===== config.mk =====
export PLATFORM = sky130hd
export DESIGN_NAME = host_mbox_port
export DESIGN_NICKNAME = d
export VERILOG_FILES = /design/src/rtl/hmbox_pkg.sv /design/src/rtl/hmbox_sync.sv /design/src/rtl/hmbox_host_fe.sv /design/src/rtl/hmbox_regs.sv /design/src/rtl/host_mbox_port.sv
export SDC_FILE = /design/constraint.sdc
export NUM_CORES = 1
export LEC_CHECK = 0
export ABC_AREA = 1
export BUFFER_PORTS_ARGS = -buffer_cell sky130_fd_sc_hd__buf_2
export CORE_MARGIN = 2
export CORE_UTILIZATION = 55
export CTS_BUF_LIST = sky130_fd_sc_hd__clkbuf_4 sky130_fd_sc_hd__clkbuf_8
export CTS_CLUSTER_SIZE = 30
export DETAILED_ROUTE_END_ITERATION = 16
export GPL_TIMING_DRIVEN = 0
export PLACE_DENSITY = 0.78
export SYNTH_ARGS = -nofsm -noshare
export SYNTH_HDL_FRONTEND = slang
export SYNTH_SLANG_ARGS = --single-unit

===== constraint.sdc =====
create_clock -name clk -period 1.8 [get_ports clk]
set_input_delay 0.36 -clock clk [delete_from_list [all_inputs] [get_ports clk]]
set_output_delay 0.36 -clock clk [all_outputs]
set_load 0.01 [all_outputs]

===== src/rtl/hmbox_pkg.sv =====
package hmbox_pkg;

   typedef enum logic {ADDR_DEDICATED = 1'b0, ADDR_SHARED = 1'b1} addr_style_e;
   typedef enum logic {STROBE_DIR = 1'b0, STROBE_SPLIT = 1'b1} strobe_style_e;

   // a_n: read strobe or direction line, b_n: write strobe or data strobe
   function automatic logic host_rd_act(input logic cs_n, input logic a_n,
                                        input logic b_n, input logic split);
      return !cs_n && (split ? !a_n : (a_n && !b_n));
   endfunction

   function automatic logic host_wr_act(input logic cs_n, input logic a_n,
                                        input logic b_n, input logic split);
      return !cs_n && (split ? !b_n : (!a_n && !b_n));
   endfunction

endpackage


===== src/rtl/hmbox_sync.sv =====
module hmbox_sync #(
   parameter int          W      = 1,
   parameter int          STAGES = 2,
   parameter logic [W-1:0] RST   = '0
) (
   input  logic         clk,
   input  logic         rst_n,
   input  logic [W-1:0] d,
   output logic [W-1:0] q
);

   logic [STAGES-1:0][W-1:0] stg;

   generate
      if (STAGES < 2) begin : g_bad_depth
         $error("hmbox_sync needs at least two stages");
      end
   endgenerate

   always_ff @(posedge clk or negedge rst_n) begin
      if (!rst_n) begin
         for (int i = 0; i < STAGES; i++) stg[i] <= RST;
      end else begin
         stg[0] <= d;
         for (int i = 1; i < STAGES; i++) stg[i] <= stg[i-1];
      end
   end

   assign q = stg[STAGES-1];

endmodule


===== src/rtl/hmbox_host_fe.sv =====
module hmbox_host_fe
   import hmbox_pkg::*;
#(
   parameter int DW     = 8,
   parameter int AW     = 3,
   parameter int STAGES = 2
) (
   input  logic          clk,
   input  logic          rst_n,
   input  logic          mode_mux,
   input  logic          mode_split,
   input  logic          cs_n,
   input  logic          rd_n,
   input  logic          wr_n,
   input  logic          ale,
   input  logic [AW-1:0] addr,
   input  logic [DW-1:0] din,
   output logic          rd_ev,
   output logic          wr_ev,
   output logic [AW-1:0] acc_addr,
   output logic [DW-1:0] wr_data,
   output logic          ack,
   output logic          oe
);

   localparam int BW = 4 + AW + DW;
   localparam logic [BW-1:0] IDLE_VAL = {4'b1110, {AW{1'b0}}, {DW{1'b0}}};

   logic [BW-1:0] raw_bus, syn_bus;
   logic          cs_s_n, rd_s_n, wr_s_n, ale_s;
   logic [AW-1:0] addr_s, addr_q, lat_addr;
   logic [DW-1:0] din_s, data_q;
   logic          rd_s, wr_s, rd_q, wr_q, ale_q;

   assign raw_bus = {cs_n, rd_n, wr_n, ale, addr, din};

   hmbox_sync #(.W(BW), .STAGES(STAGES), .RST(IDLE_VAL)) u_sync (
      .clk  (clk),
      .rst_n(rst_n),
      .d    (raw_bus),
      .q    (syn_bus)
   );

   assign {cs_s_n, rd_s_n, wr_s_n, ale_s, addr_s, din_s} = syn_bus;

   assign rd_s = host_rd_act(cs_s_n, rd_s_n, wr_s_n, mode_split);
   assign wr_s = host_wr_act(cs_s_n, rd_s_n, wr_s_n, mode_split);

   always_ff @(posedge clk or negedge rst_n) begin
      if (!rst_n) begin
         rd_q     <= 1'b0;
         wr_q     <= 1'b0;
         ale_q    <= 1'b0;
         addr_q   <= '0;
         data_q   <= '0;
         lat_addr <= '0;
         ack      <= 1'b0;
      end else begin
         rd_q   <= rd_s;
         wr_q   <= wr_s;
         ale_q  <= ale_s;
         addr_q <= addr_s;
         data_q <= din_s;
         if (ale_q && !ale_s) lat_addr <= data_q[AW-1:0];
         ack    <= (rd_s && rd_q) || (wr_s && wr_q);
      end
   end

   assign rd_ev    = rd_s && !rd_q;
   assign wr_ev    = wr_q && !wr_s;
   assign wr_data  = data_q;
   assign acc_addr = (mode_mux == ADDR_SHARED) ? lat_addr
                   : (wr_ev ? addr_q : addr_s);
   assign oe       = host_rd_act(cs_n, rd_n, wr_n, mode_split);

endmodule


===== src/rtl/hmbox_regs.sv =====
module hmbox_regs #(
   parameter int DW   = 8,
   parameter int AW   = 3,
   parameter int NBOX = 6
) (
   input  logic            clk,
   input  logic            rst_n,
   input  logic            h_rd,
   input  logic            h_wr,
   input  logic [AW-1:0]   h_addr,
   input  logic [DW-1:0]   h_wdata,
   output logic [DW-1:0]   h_rdata,
   input  logic            c_rd,
   input  logic            c_wr,
   input  logic [AW-1:0]   c_addr,
   input  logic [DW-1:0]   c_wdata,
   output logic [DW-1:0]   c_rdata,
   output logic [NBOX-1:0] hflags,
   output logic [NBOX-1:0] cflags
);

   localparam logic [AW-1:0] STAT_A = AW'(NBOX);
   localparam logic [AW-1:0] CTRL_A = AW'(NBOX + 1);

   logic [NBOX-1:0][DW-1:0] box;
   logic [DW-1:0]           ctrl;

   for (genvar i = 0; i < NBOX; i++) begin : g_box
      logic          hw_hit, hr_hit, cw_hit, cr_hit;
      logic [DW-1:0] val;
      logic          hf, cf;

      assign hw_hit = h_wr && (h_addr == AW'(i));
      assign hr_hit = h_rd && (h_addr == AW'(i));
      assign cw_hit = c_wr && (c_addr == AW'(i));
      assign cr_hit = c_rd && (c_addr == AW'(i));

      always_ff @(posedge clk or negedge rst_n) begin
         if (!rst_n) begin
            val <= '0;
            hf  <= 1'b0;
            cf  <= 1'b0;
         end else begin
            if (hw_hit)      val <= h_wdata;
            else if (cw_hit) val <= c_wdata;
            if (hw_hit)      hf <= 1'b1;
            else if (cr_hit) hf <= 1'b0;
            if (cw_hit && !hw_hit) cf <= 1'b1;
            else if (hr_hit)       cf <= 1'b0;
         end
      end

      assign box[i]    = val;
      assign hflags[i] = hf;
      assign cflags[i] = cf;
   end

   always_ff @(posedge clk or negedge rst_n) begin
      if (!rst_n)                           ctrl <= '0;
      else if (h_wr && h_addr == CTRL_A)    ctrl <= h_wdata;
      else if (c_wr && c_addr == CTRL_A)    ctrl <= c_wdata;
   end

   function automatic logic [DW-1:0] pick(input logic [AW-1:0] a,
                                          input logic [NBOX-1:0] peer);
      logic [DW-1:0] r;
      r = '0;
      for (int i = 0; i < NBOX; i++)
         if (a == AW'(i)) r = box[i];
      if (a == STAT_A) r = DW'(peer);
      if (a == CTRL_A) r = ctrl;
      return r;
   endfunction

   always_ff @(posedge clk or negedge rst_n) begin
      if (!rst_n) begin
         h_rdata <= '0;
         c_rdata <= '0;
      end else begin
         if (h_rd) h_rdata <= pick(h_addr, cflags);
         if (c_rd) c_rdata <= pick(c_addr, hflags);
      end
   end

endmodule


===== src/rtl/host_mbox_port.sv =====
module host_mbox_port #(
   parameter int DW     = 8,
   parameter int AW     = 3,
   parameter int NBOX   = 6,
   parameter int STAGES = 2
) (
   input  logic            clk,
   input  logic            rst_n,
   input  logic            mode_mux,
   input  logic            mode_split,
   input  logic            h_cs_n,
   input  logic            h_rd_n,
   input  logic            h_wr_n,
   input  logic            h_ale,
   input  logic [AW-1:0]   h_addr,
   input  logic [DW-1:0]   h_din,
   output logic [DW-1:0]   h_data_out,
   output logic            h_data_oe,
   output logic            h_ack,
   input  logic            c_rd,
   input  logic            c_wr,
   input  logic [AW-1:0]   c_addr,
   input  logic [DW-1:0]   c_wdata,
   output logic [DW-1:0]   c_rdata,
   output logic [NBOX-1:0] c_hflags,
   output logic [NBOX-1:0] c_cflags
);

   generate
      if (NBOX + 2 > (1 << AW)) begin : g_bad_map
         $error("address space too small for mailboxes, status and control");
      end
      if (NBOX > DW || AW > DW) begin : g_bad_width
         $error("flags and address must fit in one data word");
      end
   endgenerate

   logic          h_rd_ev, h_wr_ev;
   logic [AW-1:0] h_acc_addr;
   logic [DW-1:0] h_wr_data;

   hmbox_host_fe #(.DW(DW), .AW(AW), .STAGES(STAGES)) u_fe (
      .clk       (clk),
      .rst_n     (rst_n),
      .mode_mux  (mode_mux),
      .mode_split(mode_split),
      .cs_n      (h_cs_n),
      .rd_n      (h_rd_n),
      .wr_n      (h_wr_n),
      .ale       (h_ale),
      .addr      (h_addr),
      .din       (h_din),
      .rd_ev     (h_rd_ev),
      .wr_ev     (h_wr_ev),
      .acc_addr  (h_acc_addr),
      .wr_data   (h_wr_data),
      .ack       (h_ack),
      .oe        (h_data_oe)
   );

   hmbox_regs #(.DW(DW), .AW(AW), .NBOX(NBOX)) u_regs (
      .clk    (clk),
      .rst_n  (rst_n),
      .h_rd   (h_rd_ev),
      .h_wr   (h_wr_ev),
      .h_addr (h_acc_addr),
      .h_wdata(h_wr_data),
      .h_rdata(h_data_out),
      .c_rd   (c_rd),
      .c_wr   (c_wr),
      .c_addr (c_addr),
      .c_wdata(c_wdata),
      .c_rdata(c_rdata),
      .hflags (c_hflags),
      .cflags (c_cflags)
   );

endmodule


---- Word level (Yosys, flattened, before mapping) ----
Cells that the tools add are included.
Widths: inputs -> output; s select.
word-level totals
  flip-flop bits (word level) ............. 132
  output and inout port bits .............. 30
  word-level logic and storage cells ...... 183
cells by class
  equality and inequality tests ........... 14
  muxes and demuxes ....................... 59
  reduce and logical (&&, ||, !) cells .... 80
operator list
  cell                count
  $mux 8              30
  $logic_and 1x1->1   43
  $reduce_bool 2->1   19
  $mux 1              27
  $eq 3x3->1 const B  8
  $logic_not 1->1     15
  $eq 3x2->1 const B  4
  $eq 3x1->1 const B  2
  $logic_not 3->1     2
  $mux 3              2
  $logic_or 1x1->1    1

---- Logic depth before layout (Yosys ltp) ----
  word-level depth ........................ 17
  depth in mapped cells ................... 15
  depth with buffers taken out ............ 15

---- Modules after synthesis ----
From an unflattened synthesis, not the netlist that was laid out.
unflattened totals
  cell total of the unflattened synthesis .. 718
  area, all modules ....................... 6237.2 µm²
modules (own cells, without submodules)
  module         times used  cells an instance  area each (µm²)  sequential area each (µm²)
  hmbox_regs     1           609                4680.7           2102.0
  hmbox_sync     1           45                 870.8            758.2
  hmbox_host_fe  1           64                 685.7            450.4

---- Worst setup path after synthesis ----
No wires, ideal clock.
  path kind ............................... register to register
  start point ............................. register u_fe.u_sync.stg (netlist bit u_fe.u_sync.q[13])
  end point ............................... register u_regs.g_box[5].val[0]
  setup time .............................. 0.138 ns
  arrival ................................. 1.733 ns
  slack ................................... -0.071 ns
  cell stages (with the launch flop) ...... 14
  buffers on the path ..................... 0
  path through ............................ dfstp_2 -> nand2_2 -> nand2_4 -> nand2_4 -> nand2_1 -> nand3_2 -> o21ai_4 -> nand2_4 -> nor2_8 -> nand2_2 -> o21ai_1 -> inv_2 -> nand2_1 -> o221ai_1
on the way
  longest elaborated chain between the ends .. 11
  elaborated cells between the ends (all ways) .. 12
  those cells by class .................... eq/ne: 1; mux: 4; reduce/logical: 7
RTL lines
  item                                         RTL line             RTL
  from (decl)                                  hmbox_sync.sv:12     logic [STAGES-1:0][W-1:0] stg;
  $logic_not 1->1 *                            hmbox_pkg.sv:14      return !cs_n && (split ? !b_n : (!a_n && !b_n));
  $logic_and 1x1->1 *                          hmbox_pkg.sv:14
  $mux 1 *                                     hmbox_pkg.sv:14
  $logic_and 1x1->1 *                          hmbox_pkg.sv:14
  $logic_not 1->1 *                            hmbox_host_fe.sv:70  assign wr_ev = wr_q && !wr_s;
  $logic_and 1x1->1 *                          hmbox_host_fe.sv:70
  $mux 3                                       hmbox_host_fe.sv:73  : (wr_ev ? addr_q : addr_s);
  $mux 3                                       hmbox_host_fe.sv:72  assign acc_addr = (mode_mux == ADDR_SHARED) ? lat_addr
  $eq 3x3->1                                   hmbox_regs.sv:33     assign hw_hit = h_wr && (h_addr == AW'(i));
  $logic_and 1x1->1 *                          hmbox_regs.sv:33
  $mux 8 or $reduce_bool 2->1 (tied branches)  n/a
  to (signal assigned)                         hmbox_regs.sv:44     if (hw_hit) val <= h_wdata;
  to (signal assigned)                         hmbox_regs.sv:45     else if (cw_hit) val <= c_wdata;
  to (decl)                                    hmbox_regs.sv:30     logic [DW-1:0] val;
Every way passes the cells marked *; elsewhere a longest branch is shown, timed or not.
A chain may end at the register's enable or synchronous reset.

---- Final worst setup path ----
  start point ............................. register u_fe.u_sync.stg (netlist bit u_fe.u_sync.q[13])
  end point ............................... register u_regs.g_box[0].val[6]
on the way
  longest elaborated chain between the ends .. 11
  elaborated cells between the ends (all ways) .. 12
  those cells by class .................... mux: 4; reduce/logical: 8
RTL lines
  item                                         RTL line
  $logic_not 1->1 *                            hmbox_pkg.sv:14
  $logic_and 1x1->1 *                          hmbox_pkg.sv:14
  $mux 1 *                                     hmbox_pkg.sv:14
  $logic_and 1x1->1 *                          hmbox_pkg.sv:14
  $logic_not 1->1 *                            hmbox_host_fe.sv:70
  $logic_and 1x1->1 *                          hmbox_host_fe.sv:70
  $mux 3                                       hmbox_host_fe.sv:73
  $mux 3                                       hmbox_host_fe.sv:72
  $logic_not 3->1                              hmbox_regs.sv:33
  $logic_and 1x1->1 *                          hmbox_regs.sv:33
  $mux 8 or $reduce_bool 2->1 (tied branches)  n/a
  to (signal assigned)                         hmbox_regs.sv:44
  to (signal assigned)                         hmbox_regs.sv:45
  to (decl)                                    hmbox_regs.sv:30
Marked as above.

==> out/metrics.cfg <==
[layout]
n_antenna_cell = 0
fin_nets = 847
syn_to_final_growth_pct = 35.4
drive_gt1_share_pct = 35.3
stdcell_area_sq_um = 8240

[floorplanning]
die_x_um = 109
coreArea_sq_um = 10800
ios = 62
rows = 38
start_util_pct = 56.1
die_area_sq_um = 11900
die_y_um = 109

[outcome]
status = finished with violations
violations = setup timing

[power]
ir_worst_vdd_mv = 0.731
leakagePower_nw = 3.86
power.density_nw_per_um2 = 1050

[sta]
slew_headroom_pct = 48.5
tightestPinTransition_ps = 768
fin_skew_ps = 14.8
rsz0062_at_grt = yes
max_freq_mhz = 462
slew_violations = 0
finalSetupViolCount = 73
setup_tns_ps = -18540
fin_crit_ps = 2160
setup_slack_ps = -362
hold_viol_final = 0
fin_crit_sh_pct = 120

[place]
port_buffers = 60
hpwl_um = 11800
placed_area_sq_um = 6640
routabilityCongestion = 0.902

[logic_synthesis]
synth_warnings = 0
synth_cells = 668
ys_seq_area_share_pct = 54.4
synth-seq-cells = 132
yosys-top-cells-area = dfrtp_1 52%, nand2_1 10%, o221ai_1 5.3%, inv_1 5.1%, o21ai_0 4.0%
yosysTopAreaCell = dfrtp_1
syn_area_sq_um = 6090
syn_area_per_cell_sq_um = 9.11
synth_fp_nets = 700
synth.distinct_cells = 43
synth_top_area_share_pct = 51.8

[clock_network]
cts_buffers = 17
clock_latency_ps = 460
path_clk_slew_ps = 80
htree_levels = 4
cts_tree = done
cts_root_buf = clkbuf_8
clock-sinks = 132
clk_path_buf_depth = 2

[flow_run]
max_cap_violations = 0

[global_routing]
grt_pass1_wl_um = 27000
grt_max_degree = 89
grt_pass1_vias = 5194
grt_usage_pct = 30.8
grt-ovfl-total = 0
antenna_found_initial = 0

[routing]
wl_per_cell_um = 19.4
viasPerCell = 6.01
vias = 5819
drtPass1Iterations = 6
detail-route-antenna-nets = 0
drtIter0Drc = 742
drt_wl_total_um = 18800
drc = 0

[worst_setup_path]
required_ps = 2110
critPathKind = reg -> reg
crit_path_start_kind = register
cp_max_fo = 7
end_kind = register
worstPathArrival_ps = 2480

[worst_hold_path]
hp-class = in -> reg

cell usage after synthesis:
master	instances
nand2_1	163
dfrtp_1	126
inv_1	82
o21ai_0	49
o221ai_1	37
nor2_1	31
a21oi_1	28
nand3_1	20
o211ai_1	13
buf_4	12
nand4_1	12
nand2_2	11
inv_2	9
o21ai_1	8
o22ai_1	8
dfstp_2	6
nor3_1	6
nand2_4	5
clkbuf_1	4
nand3_2	4
nor2_4	3
nor2_8	3
o21ai_2	3
a2111oi_0	2
a41o_1	2
buf_6	2
clkinv_1	2
nor3_2	2
a211oi_1	1
a221oi_1	1
a22o_1	1
buf_2	1
inv_4	1
nand4_2	1
nor2_2	1
o2111ai_1	1
o21ai_4	1
o21bai_1	1
o221a_2	1
o31ai_1	1
or2_0	1
or2_1	1
or2_2	1
sequential cells by signal (all words and copies together), names as in the netlist, 3 cells and up:
name / count
u_regs.g_box.val: 48
u_fe.u_sync.q: 15
u_fe.u_sync.stg: 15
u_fe.wr_data: 8
u_regs.c_rdata: 8
u_regs.ctrl: 8
u_regs.h_rdata: 8
u_regs.g_box.cf: 6
u_regs.g_box.hf: 6
u_fe.addr_q: 3
u_fe.lat_addr: 3
cells by family after synthesis:
group | Yosys count | synth area share, %
AO/OA/AOI/OAI | 158 | 17.0
buffers and inverters | 113 | 8.02
AND/OR/NAND/NOR | 265 | 20.5
flip-flops | 132 | 54.4
cells in the final DEF (no fill, tap or decap), drive strengths merged, types with 6 or more instances in the layout:
cell	instances
nand3	26
o22ai	8
nand2	180
nor2	38
o21ai	62
a21oi	28
dfrtp	126
dfstp	6
inv	90
nor3	8
nand4	14
dlygate4sd3	14
o221ai	37
o211ai	13
buf	122
clkbuf	29
per-stage QoR:
step	power (W)	instances	util, %	worst slack [ps]	hold WS [ps]
finish	0.00866	968	76.0	-362	25.4
global placement	0.00549	868	60.9	-1320	331
CTS	0.00840	951	72.0	-306	1.16
floorplan	0.00495	668	-	-34.4	64.4
detailed placement	0.00557	869	61.3	-479	316
global route	0.00902	968	76.0	-462	6.32
report_power, final:
part | internal (W) | switching [W] | leakage [nW]
clock | 0.00148 | 0.00114 | 0.215
sequential | 0.00352 | 0.000393 | 1.59
combinational | 0.000910 | 0.00122 | 2.05
total | 0.00591 | 0.00275 | 3.86
layer usage:
layer,vias up,share of wire [%],global-route usage [%]
li1,2570,-,-
met1,2753,38,39.8
met2,387,47,49.2
met3,109,9.7,7.05
met4,0,5.0,15.1
met5,-,0,0
worst paths after layout:
path	start	to	slack, ps	cells past startpoint
setup / recovery	u_fe.u_sync.q[13]	u_regs.g_box[0].val[6]	-360	11
hold / removal	h_rd_n	u_fe.u_sync.stg[13]	30	1
hold reg to reg	u_fe.u_sync.stg[10]	u_fe.u_sync.q[10]	350	0
min in group asynchronous	rst_n	u_regs.g_box[5].val[6]	390	2
max in group asynchronous	rst_n	u_regs.g_box[3].val[4]	630	3
setup reg to reg	u_fe.u_sync.q[13]	u_regs.g_box[0].val[6]	-360	11
final cells by class:
cell class	count	area, sq um
sequential	132	3310
multi-input combinational	428	2870
fill	735	2600
timing repair buffer	123	907
inverter	94	388
clock buffer	25	332
tap	140	175
buffer	19	160
clock inverter	7	93.8
what timing repair did:
action / 4_1_cts / 5_1_grt
hold buffers: 15 / 0
pin swaps: 16 / 36
setup buffers: 30 / 17
hold endpoints to repair: 58 / 0
endpoints found under the setup margin: 72 / 83
gates cloned: 5 / 1
resized for setup: 67 / 73
critical path: stages (launching register included):
cell,delay (ps)
dfstp_2,540
nand2_2,60
nand2_4,130
nand2_8,80
nand2_4,80
nand3_4,90
o21ai_4,160
nand2_2,130
nor2_4,270
nand2_4,150
nand4_2,170
o221ai_1,150
Power figures use the tool's default switching activity.
